--- src/rtl/flash_cmd_pkg.sv ---
package flash_cmd_pkg;
  localparam int unsigned KEY_W = 16;
  localparam int unsigned BYTE_W = 8;
  localparam logic [KEY_W-1:0] KEY_ADR_A = 16'h5555;
  localparam logic [KEY_W-1:0] KEY_ADR_B = 16'h2AAA;

  typedef enum logic [3:0] {
    CMD_NONE       = 4'd0,
    CMD_PROG       = 4'd1,
    CMD_CHIP_ERASE = 4'd2,
    CMD_SECT_ERASE = 4'd3,
    CMD_LOCK       = 4'd4,
    CMD_BYPASS     = 4'd5,
    CMD_SUSPEND    = 4'd6,
    CMD_RESUME     = 4'd7,
    CMD_ID_ENTER   = 4'd8,
    CMD_ID_EXIT    = 4'd9
  } cmd_e;

  typedef enum logic [2:0] {
    SQ_IDLE, SQ_U1, SQ_U2, SQ_PGM, SQ_E3, SQ_E4, SQ_E5
  } seq_e;

  typedef enum logic [1:0] {OP_NONE, OP_PROG, OP_ERASE} op_e;

  typedef struct packed {
    logic at_a;
    logic at_b;
    logic d_aa;
    logic d_55;
    logic d_a0;
    logic d_80;
    logic d_90;
    logic d_f0;
    logic d_10;
    logic d_30;
    logic d_40;
    logic d_b0;
  } hit_t;
endpackage

--- src/rtl/flash_cmd_match.sv ---
module flash_cmd_match
  import flash_cmd_pkg::*;
(
  input  logic [KEY_W-1:0]  key_i,
  input  logic [BYTE_W-1:0] data_i,
  output hit_t              hit_o
);
  always_comb begin
    hit_o.at_a = (key_i == KEY_ADR_A);
    hit_o.at_b = (key_i == KEY_ADR_B);
    hit_o.d_aa = (data_i == 8'hAA);
    hit_o.d_55 = (data_i == 8'h55);
    hit_o.d_a0 = (data_i == 8'hA0);
    hit_o.d_80 = (data_i == 8'h80);
    hit_o.d_90 = (data_i == 8'h90);
    hit_o.d_f0 = (data_i == 8'hF0);
    hit_o.d_10 = (data_i == 8'h10);
    hit_o.d_30 = (data_i == 8'h30);
    hit_o.d_40 = (data_i == 8'h40);
    hit_o.d_b0 = (data_i == 8'hB0);
  end
endmodule

--- src/rtl/flash_cmd_fsm.sv ---
module flash_cmd_fsm
  import flash_cmd_pkg::*;
(
  input  logic clk_i,
  input  logic rst_ni,
  input  logic wr_i,
  input  hit_t hit_i,
  input  logic bypass_i,
  input  op_e  op_i,
  input  logic susp_i,
  output cmd_e cmd_d_o
);
  seq_e st_q, st_d;
  logic accept;

  // only a suspend gets through a running erase; a running program blocks all
  assign accept = wr_i && ((op_i == OP_NONE) ||
                           (op_i == OP_ERASE && hit_i.d_b0 && !bypass_i));

  always_comb begin
    st_d    = st_q;
    cmd_d_o = CMD_NONE;
    if (accept) begin
      st_d = SQ_IDLE;
      if (bypass_i) begin
        cmd_d_o = CMD_PROG;
      end else begin
        case (st_q)
          SQ_IDLE: begin
            if (op_i == OP_ERASE)          cmd_d_o = CMD_SUSPEND;
            else if (hit_i.d_f0)           cmd_d_o = CMD_ID_EXIT;
            else if (hit_i.d_30 && susp_i) cmd_d_o = CMD_RESUME;
            else if (hit_i.at_a && hit_i.d_aa) st_d = SQ_U1;
          end
          SQ_U1: if (hit_i.at_b && hit_i.d_55) st_d = SQ_U2;
          SQ_U2: if (hit_i.at_a) begin
            if (hit_i.d_a0)      st_d = SQ_PGM;
            else if (hit_i.d_80) st_d = SQ_E3;
            else if (hit_i.d_90) cmd_d_o = CMD_ID_ENTER;
            else if (hit_i.d_f0) cmd_d_o = CMD_ID_EXIT;
          end
          SQ_PGM: cmd_d_o = CMD_PROG;
          SQ_E3:  if (hit_i.at_a && hit_i.d_aa) st_d = SQ_E4;
          SQ_E4:  if (hit_i.at_b && hit_i.d_55) st_d = SQ_E5;
          SQ_E5: begin
            if (hit_i.at_a && hit_i.d_10 && !susp_i) cmd_d_o = CMD_CHIP_ERASE;
            else if (hit_i.d_30 && !susp_i)          cmd_d_o = CMD_SECT_ERASE;
            else if (hit_i.d_40)                     cmd_d_o = CMD_LOCK;
            else if (hit_i.at_a && hit_i.d_a0)       cmd_d_o = CMD_BYPASS;
          end
          default: st_d = SQ_IDLE;
        endcase
      end
    end
  end

  always_ff @(posedge clk_i or negedge rst_ni) begin
    if (!rst_ni) st_q <= SQ_IDLE;
    else         st_q <= st_d;
  end
endmodule

--- src/rtl/flash_cmd_mode.sv ---
module flash_cmd_mode
  import flash_cmd_pkg::*;
(
  input  logic clk_i,
  input  logic rst_ni,
  input  cmd_e cmd_d_i,
  input  logic done_i,
  output logic bypass_o,
  output logic id_mode_o,
  output op_e  op_o,
  output logic susp_o
);
  always_ff @(posedge clk_i or negedge rst_ni) begin
    if (!rst_ni) begin
      bypass_o  <= 1'b0;
      id_mode_o <= 1'b0;
      op_o      <= OP_NONE;
      susp_o    <= 1'b0;
    end else begin
      case (cmd_d_i)
        CMD_PROG:                                   op_o <= OP_PROG;
        CMD_CHIP_ERASE, CMD_SECT_ERASE, CMD_RESUME: op_o <= OP_ERASE;
        CMD_SUSPEND:                                op_o <= OP_NONE;
        default: if (done_i)                        op_o <= OP_NONE;
      endcase
      if (cmd_d_i == CMD_SUSPEND)  susp_o    <= 1'b1;
      if (cmd_d_i == CMD_RESUME)   susp_o    <= 1'b0;
      if (cmd_d_i == CMD_BYPASS)   bypass_o  <= 1'b1;
      if (cmd_d_i == CMD_ID_ENTER) id_mode_o <= 1'b1;
      if (cmd_d_i == CMD_ID_EXIT)  id_mode_o <= 1'b0;
    end
  end
endmodule

--- src/rtl/flash_cmd_seq.sv ---
module flash_cmd_seq
  import flash_cmd_pkg::*;
#(
  parameter int unsigned AW = 20
) (
  input  logic              clk_i,
  input  logic              rst_ni,
  input  logic              wr_i,
  input  logic [AW-1:0]     addr_i,
  input  logic [BYTE_W-1:0] data_i,
  input  logic              done_i,
  output logic              cmd_valid_o,
  output logic [3:0]        cmd_o,
  output logic [AW-1:0]     cmd_addr_o,
  output logic [BYTE_W-1:0] cmd_data_o,
  output logic              bypass_o,
  output logic              id_mode_o,
  output logic              busy_o,
  output logic              susp_o
);
  hit_t hit;
  cmd_e cmd_d;
  op_e  op;

  flash_cmd_match u_match (
    .key_i  (addr_i[KEY_W-1:0]),
    .data_i (data_i),
    .hit_o  (hit)
  );

  flash_cmd_fsm u_fsm (
    .clk_i    (clk_i),
    .rst_ni   (rst_ni),
    .wr_i     (wr_i),
    .hit_i    (hit),
    .bypass_i (bypass_o),
    .op_i     (op),
    .susp_i   (susp_o),
    .cmd_d_o  (cmd_d)
  );

  flash_cmd_mode u_mode (
    .clk_i     (clk_i),
    .rst_ni    (rst_ni),
    .cmd_d_i   (cmd_d),
    .done_i    (done_i),
    .bypass_o  (bypass_o),
    .id_mode_o (id_mode_o),
    .op_o      (op),
    .susp_o    (susp_o)
  );

  assign busy_o = (op != OP_NONE);

  always_ff @(posedge clk_i or negedge rst_ni) begin
    if (!rst_ni) begin
      cmd_valid_o <= 1'b0;
      cmd_o       <= CMD_NONE;
      cmd_addr_o  <= '0;
      cmd_data_o  <= '0;
    end else begin
      cmd_valid_o <= (cmd_d != CMD_NONE);
      cmd_o       <= cmd_d;
      if (cmd_d != CMD_NONE) begin
        cmd_addr_o <= addr_i;
        cmd_data_o <= data_i;
      end
    end
  end
endmodule

--- config.mk ---
export PLATFORM = sky130hd
export DESIGN_NAME = flash_cmd_seq
export DESIGN_NICKNAME = d
export VERILOG_FILES = /design/src/rtl/flash_cmd_pkg.sv /design/src/rtl/flash_cmd_match.sv /design/src/rtl/flash_cmd_fsm.sv /design/src/rtl/flash_cmd_mode.sv /design/src/rtl/flash_cmd_seq.sv
export SDC_FILE = /design/constraint.sdc
export NUM_CORES = 1
export LEC_CHECK = 0
export BUFFER_PORTS_ARGS = -buffer_cell sky130_fd_sc_hd__buf_4
export CAP_MARGIN = 0
export CORE_UTILIZATION = 30
export CTS_CLUSTER_DIAMETER = 200
export CTS_CLUSTER_SIZE = 24
export DETAILED_ROUTE_END_ITERATION = 10
export PLACE_DENSITY = 0.55
export SLEW_MARGIN = 20
export SYNTH_ARGS = -nofsm -noshare
export SYNTH_HDL_FRONTEND = slang
export SYNTH_SLANG_ARGS = --single-unit
--- constraint.sdc ---
create_clock -name clk_i -period 3.8 [get_ports clk_i]
set_input_delay 0.38 -clock clk_i [delete_from_list [all_inputs] [get_ports clk_i]]
set_output_delay 0.38 -clock clk_i [all_outputs]
set_load 0.01 [all_outputs]
## Word level (Yosys, flattened, before mapping)

Index checks and enable logic that the tools add are counted.

| cells by class | value |
|---|---|
| equal/unequal tests | 27 |
| reduce and logical (&&, ||, !) cells | 21 |
| multiplexer cells | 33 |

Operators with widths:

| kind | count |
|---|---|
| == test 8 bit (second input constant) | 6 |
| two-way mux 4 bit | 12 |
| two-way mux 3 bit | 11 |
| == test 16 x 14 -> 1 bit (second input constant) | 1 |
| == test 16 x 15 -> 1 bit (second input constant) | 1 |
| == test 8 x 7 -> 1 bit (second input constant) | 2 |
| one-hot mux 4 bit (4 select lines) | 1 |
| one-hot mux 3 bit (5 select lines) | 1 |
| == test 4 x 3 -> 1 bit (second input constant) | 3 |
| logical AND 1 bit | 10 |
| == test 3 bit (second input constant) | 3 |
| == test 4 x 2 -> 1 bit (second input constant) | 2 |
| == test 4 bit (second input constant) | 2 |
| == test 8 x 5 -> 1 bit (second input constant) | 1 |
| == test 8 x 6 -> 1 bit (second input constant) | 1 |
| nonzero test 4 bit | 2 |
| == test 3 x 2 -> 1 bit (second input constant) | 2 |
| one-hot mux 2 bit (3 select lines) | 1 |
| nonzero test 2 bit | 3 |
| two-way mux 1 bit | 5 |
| == test 4 x 1 -> 1 bit (second input constant) | 1 |
| two-way mux 2 bit | 2 |
| == test 3 x 1 -> 1 bit (second input constant) | 1 |
| zero test 3 bit | 1 |
| other kinds (5) | 6 |

| word-level totals | value |
|---|---|
| logic and storage cells | 90 |
| bits in registers | 41 |
| output and inout port bits | 37 |
| input bits | 32 |

## Logic depth before layout (Yosys ltp)

| depth | value |
|---|---|
| depth in word-level cells | 12 |
| gate-level depth with buffers | 10 |
| depth with buffers taken out | 7 |

## Modules after synthesis

Synthesis repeated with hierarchy kept, for this count alone.

| second synthesis, totals | value |
|---|---|
| cell total of the unflattened synthesis | 183 |
| area, all modules | 2,137.0 µm² |

Modules (own cells, without submodules):

| module | seq. area each (µm²) | area each (µm²) | cells each | times used |
|---|---|---|---|---|
| flash_cmd_seq | 825.8 | 1,187.4 | 67 | 1 |
| flash_cmd_fsm | 75.1 | 491.7 | 64 | 1 |
| flash_cmd_mode | 125.1 | 234.0 | 22 | 1 |
| flash_cmd_match | 0.0 | 224.0 | 30 | 1 |

## Worst setup path after synthesis

Ideal clock, no wire load.

| path | value |
|---|---|
| path type | input-to-reg |
| start | input data_i[0] |
| end | register cmd_addr_o[10] |
| data arrival time | 2,315 ps |
| required time | 3,675 ps |
| buffers on the path | 3 |
| stages | 10 |
| path slack | 1,360 ps |
| library setup time | 125 ps |
| path through | nor2_1 -> nand3_2 -> o31a_1 -> or3b_1 -> buf_2 -> a21oi_4 -> nor2_2 -> buf_6 -> buf_6 -> mux2_4 |

| between the ends | value |
|---|---|
| word-level cells in the longest chain between the ends | 10 |
| elaborated cells between the ends (all ways) | 33 |
| those cells by class | eq/ne: 8; mux: 15; reduce/logical: 10 |

Ends and longest elaborated chain:

| what | RTL line | text |
|---|---|---|
| start, declared | flash_cmd_seq.sv:10 | `input logic [BYTE_W-1:0] data_i,` |
| == test 8 bit (on tied branches) | flash_cmd_match.sv:16, flash_cmd_match.sv:13 |  |
| two-way mux 4 bit / logical AND 1 bit (equally long branches) | flash_cmd_fsm.sv:40, flash_cmd_fsm.sv:49 |  |
| two-way mux 4 bit / two-way mux 3 bit (equally long branches) | flash_cmd_fsm.sv:39, flash_cmd_fsm.sv:49 |  |
| two-way mux 4 bit (on tied branches) | flash_cmd_fsm.sv:38, flash_cmd_fsm.sv:48 |  |
| two-way mux 4 bit (on tied branches) | flash_cmd_fsm.sv:37, flash_cmd_fsm.sv:47 |  |
| two-way mux 4 bit (on tied branches) | flash_cmd_fsm.sv:36, flash_cmd_fsm.sv:46 |  |
| one-hot mux 4 bit (4 select lines) | flash_cmd_fsm.sv:28 | `case (st_q)` |
| two-way mux 4 bit | flash_cmd_fsm.sv:25 | `if (bypass_i) begin` |
| two-way mux 4 bit * | flash_cmd_fsm.sv:23 | `if (accept) begin` |
| net cmd_d[0] | flash_cmd_seq.sv:22 | `cmd_e cmd_d;` |
| nonzero test 4 bit * | flash_cmd_seq.sv:64 | `if (cmd_d != CMD_NONE) begin` |
| end signal, assigned | flash_cmd_seq.sv:65 | `cmd_addr_o <= addr_i;` |
| end, declared | flash_cmd_seq.sv:14 | `output logic [AW-1:0] cmd_addr_o,` |

Mark *: on every way through the listed nets, which the timed path passes. The rest lies on a longest branch.
A chain may end at the register's enable or synchronous reset.

## Worst setup path in the final report

| path | value |
|---|---|
| start | register u_fsm.st_q[1] |
| end | register cmd_addr_o[7] |

| between the ends | value |
|---|---|
| word-level cells in the longest chain between the ends | 5 |
| elaborated cells between the ends (all ways) | 8 |
| those cells by class | eq/ne: 3; mux: 3; reduce/logical: 2 |

Ends and longest elaborated chain:

| what | RTL line | text |
|---|---|---|
| start, declared | flash_cmd_fsm.sv:13 | `seq_e st_q, st_d;` |
| start signal, assigned | flash_cmd_fsm.sv:59 | `else st_q <= st_d;` |
| == test 3 bit (tied with other cells) | flash_cmd_fsm.sv:28 |  |
| one-hot mux 4 bit (4 select lines) * | flash_cmd_fsm.sv:28 |  |
| two-way mux 4 bit * | flash_cmd_fsm.sv:25 |  |
| two-way mux 4 bit * | flash_cmd_fsm.sv:23 |  |
| nonzero test 4 bit * | flash_cmd_seq.sv:64 |  |

Every way passes the cells marked *; elsewhere a longest branch is shown, timed or not.

==> reports/qor.yml <==
global_routing:
  grt_pass1_vias: 1656
  grt.total_usage: 0.1473
  grt_antenna_before_repair: 0
  grt_max_degree: 42
  grt_pass1_wl_um: 8190
  gr-total-overflow: 0
layout:
  nFillCells: 649
  nNetsFinal: 270
  drive_gt1_frac: 0.4393
  multiInputGateArea_um2: 955.9
  n_antenna_cell: 0
  final_util: 0.4182
  syn_to_final_growth_pct: 31.89
  regArea_um2: 1026
floorplan:
  initial_core_util: 0.3171
  core_um2: 6459
  die_area_um2: 7161
  rows: 29
  fp.dieH_um: 84.63
  ios: 69
  die_x_um: 84.63
sta:
  slew_viol_final: 0
  hold_viol: 0
  clock.fmax_mhz: 374.4
  worst_pin_slew_ns: 0.6490
  holdWs_ns: 0.06140
  period_share: 0.7029
  setup_viol: 0
  fin_crit_ns: 2.671
  finalSetupTns_ns: 0
  slew-limit-headroom: 0.5627
  grt_setup_unrepaired: "no"
  fin_worst_skew_ns: 0.006226
detailed_routing:
  drc: 2
  wl_per_cell_um: 15.19
  num_vias: 1598
  routed_via_density: 5.057
  first_pass_iters: 7
  drtIter0Drc: 67
  ant_nets: 0
  wirelength_um: 4799
synthesis:
  ys_top_cells_by_area: "dfrtp_1, mux2_2, mux2_4, mux2_1, nor4bb_1"
  yosys_most_used_dff: "dfrtp_1"
  synthDistinctLibCells: 50
  synth_top_area_frac: 0.5009
  synthesis.area_um2: 2048
  async_flop_share: 1.000
  ys_ff_latch: 41
  synth_edf_count: 0
  postSynthNetCount: 202
  syn_inst: 170
  post-synth-top-area-cell: "dfrtp_1"
  syn_area_per_cell_um2: 12.05
  synth-seq-area-share: 0.5009
  ys.warnings.count: 0
clocking:
  post_cts_buffers: 0
  cts_buffers: 5
  tritoncts: "yes"
  htreeDepth: 2
  cts_root_buf: "clkbuf_8"
  clk_pin_slew_ns: 0.08
  clockBufferDepth: 2
  hold_buffers: 0
  cts_sinks: 41
  cts.repair.resized: 0
  clk-insertion-delay-late_ns: 0.30
power_and_ir_drop:
  p_per_area_nw_per_um2: 335.5
  peakVddDrop_mv: 0.1446
  static-leakage-power_nw: 1.392
critical_path:
  worstPathRequired_ns: 3.98
  cp-end-kind: "flop"
  cp.arrival_ns: 2.86
  cp-start-kind: "flop"
  crit_path_max_fanout: 29
  crit_type: "reg2reg"
placed_design:
  dp_hpwl_um: 3556
  portBuffers: 68
  gp_congestion: 0.8696
run_status:
  status: "finished, violations left"
  violations: "design-rule violations"
job:
  drv_cap: 0
worst_hold_path:
  hold_class: "in2async"
cell usage in the layout, fill, tap and decap left out, types with 3 or more instances in the layout:
master and count:
nand2b_1 3, nor2_1 12, and4_1 3, nor3_1 4, clkbuf_8 5, nor4b_1 4
a21oi_1 3, inv_1 6, a21o_1 3, mux2_1 7, mux2_2 13, buf_4 69
mux2_4 9, o211ai_1 3, nand2_1 5, a31oi_1 4, dfrtp_1 41, nor4bb_1 5
cells by family (layout without fill, tap and decap cells):
| family | after synthesis | count (layout) | share of synthesized area |
|---|---|---|---|
| AOI/OAI and AO/OA | 28 | 28 | 0.1026 |
| xor gates and xnor gates | 1 | 1 | 0.004277 |
| adders and majority gates | 1 | 1 | 0.004887 |
| buffers and inverters | 14 | 83 | 0.03482 |
| DFF | 41 | 41 | 0.5009 |
| muxes | 29 | 29 | 0.1759 |
| and+or+nand+nor | 56 | 56 | 0.1766 |
where the power goes:
group / switching, mW / internal [mW] / leakage, nW
Clock: 0.152 / 0.127 / 0.0450
Sequential: 0.0161 / 0.464 / 0.562
Combinational: 0.0622 / 0.0849 / 0.784
Total: 0.230 / 0.676 / 1.39
critical path, cell delays in order (launching register included):
cell,delay (ns)
dfrtp_1,0.48
inv_1,0.13
maj3_1,0.37
nor4b_1,0.24
o21ai_0,0.30
a31oi_1,0.37
nor2_4,0.04
buf_4,0.25
mux2_1,0.36
final cells by class:
cell class / count / share of cell area
tap: 77 / 0.03566
sequential: 41 / 0.3798
inverter: 6 / 0.008337
multi-input combinational: 115 / 0.3539
timing repair buffer: 69 / 0.1918
clock inverter: 2 / 0.003705
clock buffer: 6 / 0.02686
cells in the mapped netlist, types with 2 or more instances:
cell type	instances
o211ai_1	3
nand2b_1	3
nor3_1	4
dfrtp_1	41
nand2_1	5
clkbuf_1	2
o31a_1	2
nor4b_1	4
buf_2	3
a21oi_1	3
nand4_1	2
and4_1	3
mux2_2	13
or3_1	2
a31oi_1	4
nor2b_1	2
nor2_1	12
mux2_1	7
mux2_4	9
o21ai_0	2
nor4bb_1	5
nand3_1	2
a21o_1	3
and3_1	2
buf_6	2
inv_1	6
final timing paths:
kind                       slack [ns]              to  depth (start not counted)           from
max in group asynchronous        3.39   u_fsm.st_q[2]                          1         rst_ni
min in group clk_i               0.30  cmd_addr_o[19]                          2     addr_i[19]
min reg2reg                      0.51   cmd_addr_o[9]                          1  cmd_addr_o[9]
min                              0.06        cmd_o[2]                          1         rst_ni
max reg2reg                      1.13   cmd_addr_o[7]                          8  u_fsm.st_q[1]
max                              1.13   cmd_addr_o[7]                          8  u_fsm.st_q[1]
flip-flops by register name, summed over array words and instances, names as in the netlist:
register,cells
cmd_addr_o,20
cmd_data_o,8
cmd_o,4
u_fsm.st_q,3
u_mode.op_o,2
cmd_valid_o,1
u_mode.bypass_o,1
u_mode.id_mode_o,1
u_mode.susp_o,1
per-layer routing:
layer,wire length [um],global-route usage,share of wire,vias up
li1,-,-,-,768
met1,2271,0.1960,0.47,775
met2,2220,0.2358,0.46,51
met3,233,0.03147,0.049,4
met4,74,0.05547,0.015,0
met5,0,0,0,-
per-stage QoR:
step | setup WS (ns) | power, mW | std cells | area [um^2]
after floorplan | 1.360 | 0.5446 | 170 | 2048
after CTS | 1.133 | 0.9200 | 316 | 2701
final | 1.129 | 0.9063 | 316 | 2701
after detailed placement | 0.9340 | 0.6383 | 308 | 2619
after global routing | 0.9103 | 0.9507 | 316 | 2701
after global placement | 0.9266 | 0.6370 | 308 | 2619
No activity file was read; power rests on OpenSTA's default activity.
